--- src/rtl/pgate_pkg.sv ---
package pgate_pkg;
   // register byte offsets; software depends on these
   localparam logic [11:0] OFS_CLAMP_ST = 12'h02C;
   localparam logic [11:0] OFS_TOGGLE   = 12'h030;
   localparam logic [11:0] OFS_RELEASE  = 12'h034;
   localparam logic [11:0] OFS_POWER_ST = 12'h038;
   localparam int          START_BIT    = 8;
   localparam int          PID_W        = 5;
   typedef logic [PID_W-1:0] pid_t;
endpackage

--- src/rtl/pgate_settle.sv ---
// Settling timer: busy for exactly CYCLES cycles after start.
module pgate_settle #(
   parameter int CYCLES = 8
) (
   input  logic clk,
   input  logic rst_n,
   input  logic start,
   output logic busy,
   output logic done
);
   localparam int CNT_W = (CYCLES > 1) ? $clog2(CYCLES) : 1;

   logic busy_q;
   assign busy = busy_q;

   always_ff @(posedge clk) begin
      if (!rst_n)          busy_q <= 1'b0;
      else if (start)      busy_q <= 1'b1;
      else if (done)       busy_q <= 1'b0;
   end

   generate
      if (CYCLES == 1) begin : g_single
         assign done = busy_q;
      end else begin : g_count
         logic [CNT_W-1:0] cnt_q;
         always_ff @(posedge clk) begin
            if (!rst_n)                       cnt_q <= '0;
            else if (start)                   cnt_q <= CNT_W'(CYCLES - 1);
            else if (busy_q && cnt_q != '0)   cnt_q <= cnt_q - 1'b1;
         end
         assign done = busy_q && (cnt_q == '0);
      end
   endgenerate
endmodule

--- src/rtl/pgate_toggle.sv ---
// Power toggle engine: one partition change in flight at a time.
module pgate_toggle
   import pgate_pkg::*;
#(
   parameter int NPART  = 32,
   parameter int CYCLES = 8
) (
   input  logic             clk,
   input  logic             rst_n,
   input  logic             cmd_wr,
   input  pid_t             cmd_id,
   output logic             busy,
   output pid_t             id_q,
   output logic [NPART-1:0] pwr_st,
   output logic [NPART-1:0] pwr_en,
   output logic [NPART-1:0] off_kill,
   output logic [NPART-1:0] tgt_mask
);
   logic             accept, done;
   logic [NPART-1:0] sel, cur;

   assign accept   = cmd_wr && !busy && (32'(cmd_id) < NPART);
   assign sel      = NPART'(1) << cmd_id;
   assign cur      = NPART'(1) << id_q;
   assign off_kill = accept ? (sel & pwr_en) : '0;
   assign tgt_mask = busy ? cur : '0;

   pgate_settle #(.CYCLES(CYCLES)) u_settle (
      .clk(clk), .rst_n(rst_n), .start(accept), .busy(busy), .done(done)
   );

   always_ff @(posedge clk) begin
      if (!rst_n) begin
         id_q   <= '0;
         pwr_en <= '0;
         pwr_st <= '0;
      end else begin
         if (accept) begin
            id_q   <= cmd_id;
            pwr_en <= pwr_en ^ sel;
         end
         if (done) pwr_st <= pwr_st ^ cur;
      end
   end
endmodule

--- src/rtl/pgate_clamp.sv ---
// Clamp release engine: serial, lowest partition first.
module pgate_clamp #(
   parameter int NPART  = 32,
   parameter int CYCLES = 5
) (
   input  logic             clk,
   input  logic             rst_n,
   input  logic             cmd_wr,
   input  logic [NPART-1:0] cmd_bits,
   input  logic [NPART-1:0] allow,
   input  logic [NPART-1:0] kill,
   output logic [NPART-1:0] clamp_st,
   output logic [NPART-1:0] pending
);
   localparam int IDX_W = $clog2(NPART);

   function automatic logic [IDX_W-1:0] lowest(input logic [NPART-1:0] v);
      lowest = '0;
      for (int i = NPART - 1; i >= 0; i--)
         if (v[i]) lowest = IDX_W'(i);
   endfunction

   logic             srv_busy, srv_done, srv_start;
   logic [IDX_W-1:0] srv_idx;
   logic [NPART-1:0] done_bit, new_bits;

   assign srv_start = !srv_busy && (pending != '0);
   assign done_bit  = srv_done ? ((NPART'(1) << srv_idx) & pending) : '0;
   assign new_bits  = cmd_wr ? (cmd_bits & allow & clamp_st) : '0;

   pgate_settle #(.CYCLES(CYCLES)) u_settle (
      .clk(clk), .rst_n(rst_n), .start(srv_start), .busy(srv_busy), .done(srv_done)
   );

   always_ff @(posedge clk) begin
      if (!rst_n) begin
         srv_idx  <= '0;
         pending  <= '0;
         clamp_st <= '1;
      end else begin
         if (srv_start) srv_idx <= lowest(pending);
         // kill is applied last so re-clamping wins over a completing release
         pending  <= (pending | new_bits) & ~done_bit & ~kill;
         clamp_st <= (clamp_st & ~done_bit) | kill;
      end
   end
endmodule

--- src/rtl/pgate_ctrl.sv ---
module pgate_ctrl
   import pgate_pkg::*;
#(
   parameter int NPART     = 32,
   parameter int PWR_CYC   = 8,
   parameter int CLAMP_CYC = 5,
   parameter int ADDR_W    = 12
) (
   input  logic              clk,
   input  logic              rst_n,
   input  logic [ADDR_W-1:0] bus_addr,
   input  logic              bus_wr,
   input  logic [31:0]       bus_wdata,
   output logic [31:0]       bus_rdata,
   output logic [NPART-1:0]  pwr_en,
   output logic [NPART-1:0]  clamp_en
);
   generate
      if (NPART < 2 || NPART > 32) begin : g_bad_npart
         $error("NPART must be in 2..32");
      end
      if (PWR_CYC < 1 || CLAMP_CYC < 1) begin : g_bad_cyc
         $error("settling times must be at least one cycle");
      end
      if (ADDR_W < 6 || ADDR_W > 12) begin : g_bad_addr
         $error("ADDR_W must be in 6..12");
      end
   endgenerate

   logic             hit_tgl, hit_rel;
   logic             tgl_busy;
   pid_t             tgl_id;
   logic [NPART-1:0] pwr_st, off_kill, tgt_mask, clamp_st, pending;

   assign hit_tgl = bus_wr && (bus_addr == OFS_TOGGLE[ADDR_W-1:0]) && bus_wdata[START_BIT];
   assign hit_rel = bus_wr && (bus_addr == OFS_RELEASE[ADDR_W-1:0]);

   pgate_toggle #(.NPART(NPART), .CYCLES(PWR_CYC)) u_toggle (
      .clk(clk), .rst_n(rst_n), .cmd_wr(hit_tgl), .cmd_id(bus_wdata[PID_W-1:0]),
      .busy(tgl_busy), .id_q(tgl_id), .pwr_st(pwr_st), .pwr_en(pwr_en),
      .off_kill(off_kill), .tgt_mask(tgt_mask)
   );

   pgate_clamp #(.NPART(NPART), .CYCLES(CLAMP_CYC)) u_clamp (
      .clk(clk), .rst_n(rst_n), .cmd_wr(hit_rel), .cmd_bits(bus_wdata[NPART-1:0]),
      .allow(pwr_st & ~tgt_mask), .kill(off_kill),
      .clamp_st(clamp_st), .pending(pending)
   );

   assign clamp_en = clamp_st;

   always_comb begin
      bus_rdata = '0;
      if (bus_addr == OFS_TOGGLE[ADDR_W-1:0])
         bus_rdata = {23'd0, tgl_busy, 3'd0, tgl_id};
      else if (bus_addr == OFS_RELEASE[ADDR_W-1:0])
         bus_rdata = 32'(pending);
      else if (bus_addr == OFS_POWER_ST[ADDR_W-1:0])
         bus_rdata = 32'(pwr_st);
      else if (bus_addr == OFS_CLAMP_ST[ADDR_W-1:0])
         bus_rdata = 32'(clamp_st);
   end
endmodule

--- config.mk ---
export PLATFORM = sky130hd
export DESIGN_NAME = pgate_ctrl
export DESIGN_NICKNAME = d
export VERILOG_FILES = /design/src/rtl/pgate_pkg.sv /design/src/rtl/pgate_settle.sv /design/src/rtl/pgate_toggle.sv /design/src/rtl/pgate_clamp.sv /design/src/rtl/pgate_ctrl.sv
export SDC_FILE = /design/constraint.sdc
export NUM_CORES = 1
export LEC_CHECK = 0
export BUFFER_PORTS_ARGS = -buffer_cell sky130_fd_sc_hd__buf_4
export CAP_MARGIN = 15
export CORE_MARGIN = 5
export CORE_UTILIZATION = 55
export CTS_BUF_LIST = sky130_fd_sc_hd__clkbuf_16
export CTS_CLUSTER_DIAMETER = 100
export DETAILED_ROUTE_END_ITERATION = 10
export PLACE_DENSITY_LB_ADDON = 0.2
export SLEW_MARGIN = 20
export SYNTH_ARGS = -nofsm -noshare
export SYNTH_HDL_FRONTEND = slang
export SYNTH_SLANG_ARGS = --single-unit
--- constraint.sdc ---
create_clock -name clk -period 2.5 [get_ports clk]
set_clock_uncertainty 0.15 [all_clocks]
set_input_delay 0.5 -clock clk [delete_from_list [all_inputs] [get_ports clk]]
set_output_delay 0.5 -clock clk [all_outputs]
set_load 0.1 [all_outputs]
==> flow_summary.html, run 1 <==
<table>
<tr><th>Metric</th><th>Value</th></tr>
<tr><th colspan="2">Global routing</th></tr>
<tr><td>Number of antenna violations at the first check in global routing</td><td>0</td></tr>
<tr><td>Total global routing track utilization</td><td>35.3%</td></tr>
<tr><td>Maximum number of pins on one net before global-route repair</td><td>42</td></tr>
<tr><td>Vias in the first global route</td><td>8,566</td></tr>
<tr><td>Overflow left after global routing</td><td>0</td></tr>
<tr><td>First-pass GRT wire length</td><td>46,500 um</td></tr>
<tr><th colspan="2">Min path</th></tr>
<tr><td>Path class of the lowest-slack min-delay path</td><td>input port to flop</td></tr>
<tr><td>Launch instance of the worst min-delay path</td><td>bus_wdata[0]</td></tr>
<tr><td>Hold Path End</td><td>u_toggle.id_q[0]</td></tr>
<tr><td>Cell depth of the worst min-delay path</td><td>3</td></tr>
<tr><th colspan="2">Cells and area</th></tr>
<tr><td>Antenna diode count</td><td>0</td></tr>
<tr><td>Total number of nets in the final design</td><td>1,257</td></tr>
<tr><td>Non-filler cells, final</td><td>1,368</td></tr>
<tr><td>Layout Area Growth over Synthesis</td><td>36.6%</td></tr>
<tr><td>Final Cell Area</td><td>0.0109 sq mm</td></tr>
<tr><td>Ratio of cells with drive above 1 in the final layout</td><td>25.7%</td></tr>
<tr><th colspan="2">STA</th></tr>
<tr><td>Final WS setup</td><td>-301 ps</td></tr>
<tr><td>Headroom to the max-slew limit</td><td>58.5%</td></tr>
<tr><td>Least-Margin Pin Slew</td><td>622 ps</td></tr>
<tr><td>Setup violators final</td><td>32</td></tr>
<tr><td>Final hold violation count</td><td>0</td></tr>
<tr><td>Part of the cycle the worst path needs</td><td>112%</td></tr>
<tr><td>Max Transition Viols Final</td><td>0</td></tr>
<tr><td>Achievable Freq</td><td>0.357 GHz</td></tr>
<tr><td>Unrepaired setup endpoints after global routing</td><td>yes</td></tr>
<tr><td>Smallest hold slack</td><td>243 ps</td></tr>
<tr><td>Post-route minimum period</td><td>2800 ps</td></tr>
<tr><th colspan="2">Clocking</th></tr>
<tr><td>Clock latency on the worst-skew pair</td><td>430 ps</td></tr>
<tr><td>Cts bufs inserted</td><td>17</td></tr>
<tr><td>Clock slew at the register clock pins of the worst setup and hold paths</td><td>60 ps</td></tr>
<tr><td>H-tree Lvls</td><td>4</td></tr>
<tr><td>CTS tree</td><td>done</td></tr>
<tr><td>Root buffer cell</td><td>sky130_fd_sc_hd__clkbuf_16</td></tr>
<tr><td>Hold buffer count at CTS</td><td>0</td></tr>
<tr><td>Clock sink total</td><td>146</td></tr>
<tr><td>Number of buffers on the longest clock path</td><td>2</td></tr>
<tr><th colspan="2">Floorplan</th></tr>
<tr><td>Height of the die</td><td>131 um</td></tr>
<tr><td>Die boundary width</td><td>131 um</td></tr>
<tr><td>Top-Level Pins</td><td>143</td></tr>
<tr><td>Placeable core region</td><td>0.0144 sq mm</td></tr>
<tr><td>Floorplan die area</td><td>0.0170 sq mm</td></tr>
<tr><td>Initial core utilization</td><td>55.6%</td></tr>
<tr><td>Number of rows in the core area</td><td>44</td></tr>
<tr><th colspan="2">Detailed routing</th></tr>
<tr><td>Number of DRC markers in iteration 0</td><td>1,345</td></tr>
<tr><td>WL per Instance</td><td>22.0 um</td></tr>
<tr><td>Antenna Violating Nets Remaining</td><td>0</td></tr>
<tr><td>Detailed-router iteration count before antenna repair</td><td>7</td></tr>
<tr><td>Final wirelength</td><td>30,100 um</td></tr>
<tr><td>Via-to-Cell Ratio</td><td>6.55</td></tr>
<tr><td>Number of remaining DRC errors</td><td>0</td></tr>
<tr><td>DR vias</td><td>8,966</td></tr>
<tr><th colspan="2">Pwr</th></tr>
<tr><td>Share of total power in combinational logic</td><td>4.3%</td></tr>
<tr><td>Pwr dens</td><td>441 mW/mm^2</td></tr>
<tr><td>Share of total power in sequential cells</td><td>48.4%</td></tr>
<tr><td>Switching power of the nets</td><td>1.09 mW</td></tr>
<tr><td>Maximum ir drop on the vdd rail</td><td>0.442 mV</td></tr>
<tr><td>Clock share of power</td><td>47.3%</td></tr>
<tr><td>Overall power after layout</td><td>4.81 mW</td></tr>
<tr><td>Leakage power</td><td>4.28 nW</td></tr>
<tr><td>Switching share of power</td><td>22.6%</td></tr>
<tr><td>P_int</td><td>3.72 mW</td></tr>
<tr><th colspan="2">Yosys</th></tr>
<tr><td>Area contributors post-synth</td><td>sky130_fd_sc_hd__dfxtp_1 (37%), sky130_fd_sc_hd__a21oi_1 (9.8%), sky130_fd_sc_hd__nand2_1 (7.6%), sky130_fd_sc_hd__ha_1 (5.6%), sky130_fd_sc_hd__nand3_1 (5.3%)</td></tr>
<tr><td>Yosys warnings</td><td>0</td></tr>
<tr><td>Count of mapped cells out of synthesis</td><td>1,016</td></tr>
<tr><td>Async S/R FF share, synth</td><td>0%</td></tr>
<tr><td>Top cell type by total area after synthesis</td><td>sky130_fd_sc_hd__dfxtp_1</td></tr>
<tr><td>Number of enable flip-flop cells after synthesis</td><td>0</td></tr>
<tr><td>Most frequently used cell type in the post-synthesis netlist</td><td>sky130_fd_sc_hd__nand2_1</td></tr>
<tr><td>Synthesized cell area</td><td>0.00799 sq mm</td></tr>
<tr><td>Yosys reg bits</td><td>146</td></tr>
<tr><td>Top post-synthesis cells by count</td><td>sky130_fd_sc_hd__nand2_1 (162), sky130_fd_sc_hd__a21oi_1 (157), sky130_fd_sc_hd__dfxtp_1 (146), sky130_fd_sc_hd__nor2_1 (87), sky130_fd_sc_hd__nand3_1 (85)</td></tr>
<tr><td>Number of library cell types mapped by synthesis</td><td>63</td></tr>
<tr><td>Portion of the post-synthesis area used by sequential elements</td><td>36.6%</td></tr>
<tr><td>Share of the synthesized area in the top cell type</td><td>36.6%</td></tr>
<tr><td>Post-synth net total</td><td>1,099</td></tr>
<tr><td>Prevailing post-synth register cell</td><td>sky130_fd_sc_hd__dfxtp_1</td></tr>
<tr><td>Avg Synthesized Cell Area</td><td>7.86 sq um</td></tr>
<tr><th colspan="2">Setup path</th></tr>
<tr><td>Critical setup path kind</td><td>input port to primary output</td></tr>
<tr><td>Worst reg2reg path startpoint</td><td>u_toggle.u_settle.g_count.cnt_q[0]</td></tr>
<tr><td>Crit-path max FO</td><td>10</td></tr>
<tr><td>Sort of element at the end of the critical path</td><td>primary output</td></tr>
<tr><td>Most common cell on crit path</td><td>sky130_fd_sc_hd__buf_6</td></tr>
<tr><td>Max stage delay cell, worst path</td><td>sky130_fd_sc_hd__nor4_4</td></tr>
<tr><td>CP required</td><td>1850 ps</td></tr>
<tr><td>CP Cell Sequence</td><td>buf_6 -&gt; nor4_4 -&gt; nand4_4 -&gt; buf_6 -&gt; nor2_4 -&gt; buf_6 -&gt; buf_12 -&gt; a222oi_1 -&gt; a21oi_4 -&gt; buf_12</td></tr>
<tr><td>Worst reg2reg path depth</td><td>6</td></tr>
<tr><td>R2R Setup Slk</td><td>270 ps</td></tr>
<tr><td>Worst path max stage delay</td><td>320 ps</td></tr>
<tr><td>Endpoint of the worst register-to-register path</td><td>u_toggle.pwr_st[19]</td></tr>
<tr><td>Kind of launch point of the worst setup path</td><td>input port</td></tr>
<tr><td>Worst EP arrival</td><td>2150 ps</td></tr>
<tr><th colspan="2">Run status</th></tr>
<tr><td>Outcome</td><td>finished with violations</td></tr>
<tr><td>Failing checks</td><td>setup timing</td></tr>
<tr><th colspan="2">Placement</th></tr>
<tr><td>Pre-CTS setup slack</td><td>-338 ps</td></tr>
<tr><td>Total placed instance area</td><td>0.00992 sq mm</td></tr>
<tr><td>Last weighted congestion value of the routability-driven placer</td><td>1.05</td></tr>
<tr><td>Buffers on Ports</td><td>142</td></tr>
<tr><td>Placed wire-length estimate</td><td>21,100 um</td></tr>
<tr><td>Placed cell count</td><td>1,334</td></tr>
<tr><th colspan="2">Flow run</th></tr>
<tr><td>Number of maximum-capacitance constraint violations</td><td>0</td></tr>
</table>
worst max-delay path by stage:
| stage | startpoint | to | cells after the start |
|---|---|---|---|
| after floorplan | bus_addr[9] | bus_rdata[2] | 6 |
| after global placement | bus_addr[9] | bus_rdata[1] | 9 |
| after detailed placement | bus_addr[9] | bus_rdata[12] | 8 |
| after CTS | bus_addr[9] | bus_rdata[4] | 10 |
| after global routing | bus_addr[9] | bus_rdata[4] | 10 |
| final | bus_addr[9] | bus_rdata[4] | 10 |
cell type report:
cell class,count,area (sq um)
well taps,184,230
inverters,19,72.6
multi-input cells,780,5080
repair buffers,210,2110
flip-flops and latches,146,2920
clock buffers,17,425
clock inverters,12,76.3
fillers,1039,3450
cell usage in the layout, fill, tap and decap left out, types with 21 or more instances in the layout:
| master | Yosys | routed |
|---|---|---|
| sky130_fd_sc_hd__buf_4 | 3 | 163 |
| sky130_fd_sc_hd__nand2_1 | 162 | 162 |
| sky130_fd_sc_hd__dfxtp_1 | 146 | 146 |
| sky130_fd_sc_hd__a21oi_1 | 157 | 126 |
| sky130_fd_sc_hd__nor2_1 | 87 | 86 |
| sky130_fd_sc_hd__nand3_1 | 85 | 85 |
| sky130_fd_sc_hd__buf_12 | 0 | 39 |
| sky130_fd_sc_hd__ha_1 | 36 | 36 |
| sky130_fd_sc_hd__a21oi_4 | 0 | 31 |
| sky130_fd_sc_hd__a221oi_1 | 27 | 27 |
| sky130_fd_sc_hd__o21ai_0 | 21 | 21 |
| sky130_fd_sc_hd__and3_1 | 21 | 21 |
flip-flops by register name, indices dropped and copies added, names as in the netlist, 3 cells and up:
signal                           count
u_clamp.u_settle.g_count.cnt_q       3
u_clamp.srv_idx                      5
u_clamp.clamp_st                    32
u_clamp.pending                     32
u_toggle.id_q                        5
u_toggle.pwr_st                     32
u_toggle.u_settle.g_count.cnt_q      3
u_toggle.pwr_en                     32
logic make-up after synthesis:
family                     share of synthesized area [%]
adders and majority gates                           5.64
and+or+nand+nor                                     28.1
AOI/OAI and AO/OA                                   23.0
xor gates and xnor gates                            1.97
muxes                                              0.141
DFF                                                 36.6
buffers and inverters                               4.59
stage by stage:
stage                     setup TNS [ps]  util [%]
after detailed placement          -10900      69.1
after global routing              -10240      76.0
after floorplan                   -10590         -
after global placement             -9610      69.1
final                              -7530      76.0
after CTS                          -6930      76.0
what timing repair did:
| action | in CTS | in global routing |
|---|---|---|
| pin swaps | 1 | 1 |
| setup endpoints to repair | 32 | 32 |
| setup buffers | 4 | 0 |
| endpoints found under the hold margin | 0 | 0 |
| resized for setup | 105 | 0 |
| cloned | 1 | 0 |
routing by layer:
metal | global-route usage (%) | vias to the layer above | wire (um)
met3 | 9.02 | 135 | 3590
met4 | 18.3 | 0 | 1490
li1 | - | 3999 | -
met2 | 54.2 | 629 | 13300
met1 | 45.9 | 4203 | 11700
met5 | 0 | - | 0
critical path: cells and delay by family:
kind / cells / cell delay, ps
AO/OA/AOI/OAI: 2 / 300
buffers and inverters: 5 / 700
AND/OR/NAND/NOR: 3 / 630
power by group through the flow:
stage          registers [mW]  clock network, mW  logic [mW]
6_report                 2.33               2.27       0.208
5_1_grt                  2.33               2.37       0.220
4_1_cts                  2.33               2.26       0.203
3_5_place_dp             2.38                  0       0.198
3_3_place_gp             2.38                  0       0.195
2_1_floorplan            2.38                  0      0.0883
Power figures use the tool's default switching activity.
==> inputs of run 2 (changes only) <==
==> constraint.sdc (replaced) <==
create_clock -name clk -period 2.5 [get_ports clk]
set_clock_uncertainty 0.15 [all_clocks]
set_input_delay 0.5 -clock clk [delete_from_list [all_inputs] [get_ports clk]]
set_output_delay 0.5 -clock clk [all_outputs]
set_load 0.01 [all_outputs]
==> flow_summary.html, run 2 (synthesized netlist as in run 1, its figures left out) <==
<table>
<tr><th>Metric</th><th>Value</th></tr>
<tr><th colspan="2">Placement</th></tr>
<tr><td>Last weighted congestion value of the routability-driven placer</td><td>0.978 (was 1.05)</td></tr>
<tr><td>Buffers on Ports</td><td>142 (unchanged)</td></tr>
<tr><td>Total placed instance area</td><td>0.00959 sq mm (was 0.00992 sq mm)</td></tr>
<tr><td>Pre-CTS setup slack</td><td>-246 ps (was -338 ps)</td></tr>
<tr><td>Placed wire-length estimate</td><td>20,800 um (was 21,100 um)</td></tr>
<tr><th colspan="2">Setup path</th></tr>
<tr><td>CP Cell Sequence</td><td>buf_6 -&gt; nor4_4 -&gt; nand4_4 -&gt; nor3b_4 -&gt; buf_12 -&gt; buf_8 -&gt; a222oi_1 -&gt; a21oi_1 -&gt; buf_4 (was buf_6 -&gt; nor4_4 -&gt; nand4_4 -&gt; buf_6 -&gt; nor2_4 -&gt; buf_6 -&gt; buf_12 -&gt; a222oi_1 -&gt; a21oi_4 -&gt; buf_12)</td></tr>
<tr><td>Worst EP arrival</td><td>2070 ps (was 2150 ps)</td></tr>
<tr><td>Cell family with the largest share of critical-path delay</td><td>simple AND/OR/NAND/NOR gates (was buffers and inverters)</td></tr>
<tr><td>Worst path max stage delay</td><td>340 ps (was 320 ps)</td></tr>
<tr><td>Critical setup path kind</td><td>input port to primary output (unchanged)</td></tr>
<tr><td>Kind of launch point of the worst setup path</td><td>input port (unchanged)</td></tr>
<tr><td>Sort of element at the end of the critical path</td><td>primary output (unchanged)</td></tr>
<tr><td>Crit-path max FO</td><td>7 (was 10)</td></tr>
<tr><td>CP required</td><td>1850 ps (about the same)</td></tr>
<tr><td>Max stage delay cell, worst path</td><td>sky130_fd_sc_hd__nor4_4 (unchanged)</td></tr>
<tr><td>Count of buffering cells on the critical path with inverters included</td><td>4 (was 5)</td></tr>
<tr><th colspan="2">Global routing</th></tr>
<tr><td>Total global routing track utilization</td><td>33.3% (was 35.3%)</td></tr>
<tr><td>Number of antenna violations at the first check in global routing</td><td>0 (unchanged)</td></tr>
<tr><td>Maximum number of pins on one net before global-route repair</td><td>85 (was 42)</td></tr>
<tr><td>Overflow left after global routing</td><td>0 (unchanged)</td></tr>
<tr><td>Vias in the first global route</td><td>7,861 (was 8,566)</td></tr>
<tr><td>First-pass GRT wire length</td><td>43,900 um (was 46,500 um)</td></tr>
<tr><th colspan="2">Detailed routing</th></tr>
<tr><td>Detailed-router iteration count before antenna repair</td><td>7 (unchanged)</td></tr>
<tr><td>Antenna Violating Nets Remaining</td><td>0 (unchanged)</td></tr>
<tr><td>Number of DRC markers in iteration 0</td><td>1,457 (was 1,345)</td></tr>
<tr><td>DR vias</td><td>8,796 (was 8,966)</td></tr>
<tr><td>WL per Instance</td><td>21.5 um (was 22.0 um)</td></tr>
<tr><td>Via-to-Cell Ratio</td><td>6.46 (was 6.55)</td></tr>
<tr><td>Number of remaining DRC errors</td><td>0 (unchanged)</td></tr>
<tr><td>Final wirelength</td><td>29,200 um (was 30,100 um)</td></tr>
<tr><th colspan="2">Pwr</th></tr>
<tr><td>Leakage power</td><td>4.23 nW (was 4.28 nW)</td></tr>
<tr><td>Overall power after layout</td><td>4.93 mW (was 4.81 mW)</td></tr>
<tr><td>Maximum ir drop on the vdd rail</td><td>0.472 mV (was 0.442 mV)</td></tr>
<tr><td>Pwr dens</td><td>476 mW/mm^2 (was 441 mW/mm^2)</td></tr>
<tr><th colspan="2">Cells and area</th></tr>
<tr><td>Final Cell Area</td><td>0.0104 sq mm (was 0.0109 sq mm)</td></tr>
<tr><td>Register area</td><td>0.00292 sq mm (unchanged)</td></tr>
<tr><td>Fill cells</td><td>1,145 (was 1,039)</td></tr>
<tr><td>Antenna diode count</td><td>0 (unchanged)</td></tr>
<tr><td>Ratio of cells with drive above 1 in the final layout</td><td>24.2% (was 25.7%)</td></tr>
<tr><td>Most common cell after layout, fill and taps aside</td><td>sky130_fd_sc_hd__buf_4 (unchanged)</td></tr>
<tr><td>Area of the multi-input gates</td><td>0.00482 sq mm (was 0.00508 sq mm)</td></tr>
<tr><td>Highest-count cells in the layout ignoring fill and taps</td><td>sky130_fd_sc_hd__buf_4 (180), sky130_fd_sc_hd__nand2_1 (162), sky130_fd_sc_hd__a21oi_1 (156) (was sky130_fd_sc_hd__buf_4 (163), sky130_fd_sc_hd__nand2_1 (162), sky130_fd_sc_hd__dfxtp_1 (146))</td></tr>
<tr><td>Total number of nets in the final design</td><td>1,250 (was 1,257)</td></tr>
<tr><td>Layout Area Growth over Synthesis</td><td>29.7% (was 36.6%)</td></tr>
<tr><th colspan="2">Clocking</th></tr>
<tr><td>Clock sink total</td><td>146 (unchanged)</td></tr>
<tr><td>H-tree Lvls</td><td>4 (unchanged)</td></tr>
<tr><td>Clock slew at the register clock pins of the worst setup and hold paths</td><td>60 ps (about the same)</td></tr>
<tr><td>Root buffer cell</td><td>sky130_fd_sc_hd__clkbuf_16 (unchanged)</td></tr>
<tr><td>CTS tree</td><td>done (unchanged)</td></tr>
<tr><td>Cts bufs inserted</td><td>17 (unchanged)</td></tr>
<tr><td>Number of buffers on the longest clock path</td><td>2 (unchanged)</td></tr>
<tr><td>Hold buffer count at CTS</td><td>0 (unchanged)</td></tr>
<tr><td>Clock latency on the worst-skew pair</td><td>420 ps (was 430 ps)</td></tr>
<tr><th colspan="2">Floorplan</th></tr>
<tr><td>Top-Level Pins</td><td>143 (unchanged)</td></tr>
<tr><td>Initial core utilization</td><td>55.6% (unchanged)</td></tr>
<tr><td>Die boundary width</td><td>131 um (unchanged)</td></tr>
<tr><td>Floorplan die area</td><td>0.0170 sq mm (unchanged)</td></tr>
<tr><td>Placeable core region</td><td>0.0144 sq mm (unchanged)</td></tr>
<tr><td>Number of rows in the core area</td><td>44 (unchanged)</td></tr>
<tr><td>Height of the die</td><td>131 um (unchanged)</td></tr>
<tr><th colspan="2">Flow run</th></tr>
<tr><td>Number of maximum-capacitance constraint violations</td><td>0 (unchanged)</td></tr>
<tr><th colspan="2">STA</th></tr>
<tr><td>Unrepaired setup endpoints after global routing</td><td>yes (unchanged)</td></tr>
<tr><td>Max Transition Viols Final</td><td>0 (unchanged)</td></tr>
<tr><td>Final WS setup</td><td>-216 ps (was -301 ps)</td></tr>
<tr><td>Post-route minimum period</td><td>2720 ps (was 2800 ps)</td></tr>
<tr><td>Headroom to the max-slew limit</td><td>39.7% (was 58.5%)</td></tr>
<tr><td>Achievable Freq</td><td>0.368 GHz (was 0.357 GHz)</td></tr>
<tr><td>Setup violators final</td><td>32 (unchanged)</td></tr>
<tr><td>Final hold violation count</td><td>0 (unchanged)</td></tr>
<tr><td>Part of the cycle the worst path needs</td><td>109% (was 112%)</td></tr>
<tr><td>Least-Margin Pin Slew</td><td>898 ps (was 622 ps)</td></tr>
<tr><th colspan="2">Run status</th></tr>
<tr><td>Outcome</td><td>finished with violations (unchanged)</td></tr>
<tr><td>Failing checks</td><td>setup timing (unchanged)</td></tr>
<tr><th colspan="2">Min path</th></tr>
<tr><td>Path class of the lowest-slack min-delay path</td><td>input port to flop (unchanged)</td></tr>
</table>
run 2: final timing paths:
path                                     startpoint              endpoint  slack, ps  cells past startpoint
setup reg to reg  u_clamp.u_settle.g_count.cnt_q[0]  u_clamp.clamp_st[29]        320                      7
hold / removal                         bus_wdata[0]      u_toggle.id_q[0]        240                      3
setup / recovery                        bus_addr[9]          bus_rdata[4]       -220                      9
hold reg to reg                  u_toggle.pwr_en[1]    u_toggle.pwr_en[1]        320                      2
run 2: worst register-to-register path: cells and delay by family (launching register included):
kind / cells / cell delay [ps]
AOI/OAI and AO/OA: 1 / 330
adders and majority gates: 2 / 360
and+or+nand+nor: 3 / 850
DFF: 1 / 290
buffers and inverters: 1 / 80
run 2: area by class of cell:
type,count,share of cell area (%)
Timing Repair Buffer,203,17.1
Clock inverter,13,1.18
Tap cell,184,2.22
Multi-Input combinational cell,780,46.5
Inverter,19,0.700
Clock buffer,17,4.11
Sequential cell,146,28.2
run 2: power breakdown:
part	total, mW	internal [mW]	switching, mW	leakage [nW]
registers	2.33	2.33	0.0000151	1.18
logic	0.193	0.0756	0.118	2.79
clock network	2.41	1.44	0.972	0.266
run 2: what timing repair did:
item                                    in CTS  in global routing
pin swaps                                   10                 16
endpoints found under the setup margin      32                 32
gates resized for setup                      9                 15
setup buffers                                6                  1
cloned                                       0                  2
hold endpoints to repair                     0                  0
run 2: metrics by stage:
| step | setup TNS [ps] | hold slack, ps | util, % | cells |
|---|---|---|---|---|
| after floorplan | 0 | 303 | - | 1016 |
| after global placement | -3970 | 312 | 66.7 | 1323 |
| after detailed placement | -5540 | 316 | 66.7 | 1323 |
| after CTS | -4820 | 222 | 71.1 | 1359 |
| after global routing | -7180 | 245 | 72.1 | 1362 |
| final | -4910 | 236 | 72.1 | 1362 |
run 2: per-layer routing:
layer	global-route usage [%]	wire, um	vias to the layer above
li1	-	-	3980
met1	46.7	11600	4098
met2	50.3	13100	613
met3	6.42	3330	105
met4	14.0	1230	0
met5	0	0	-
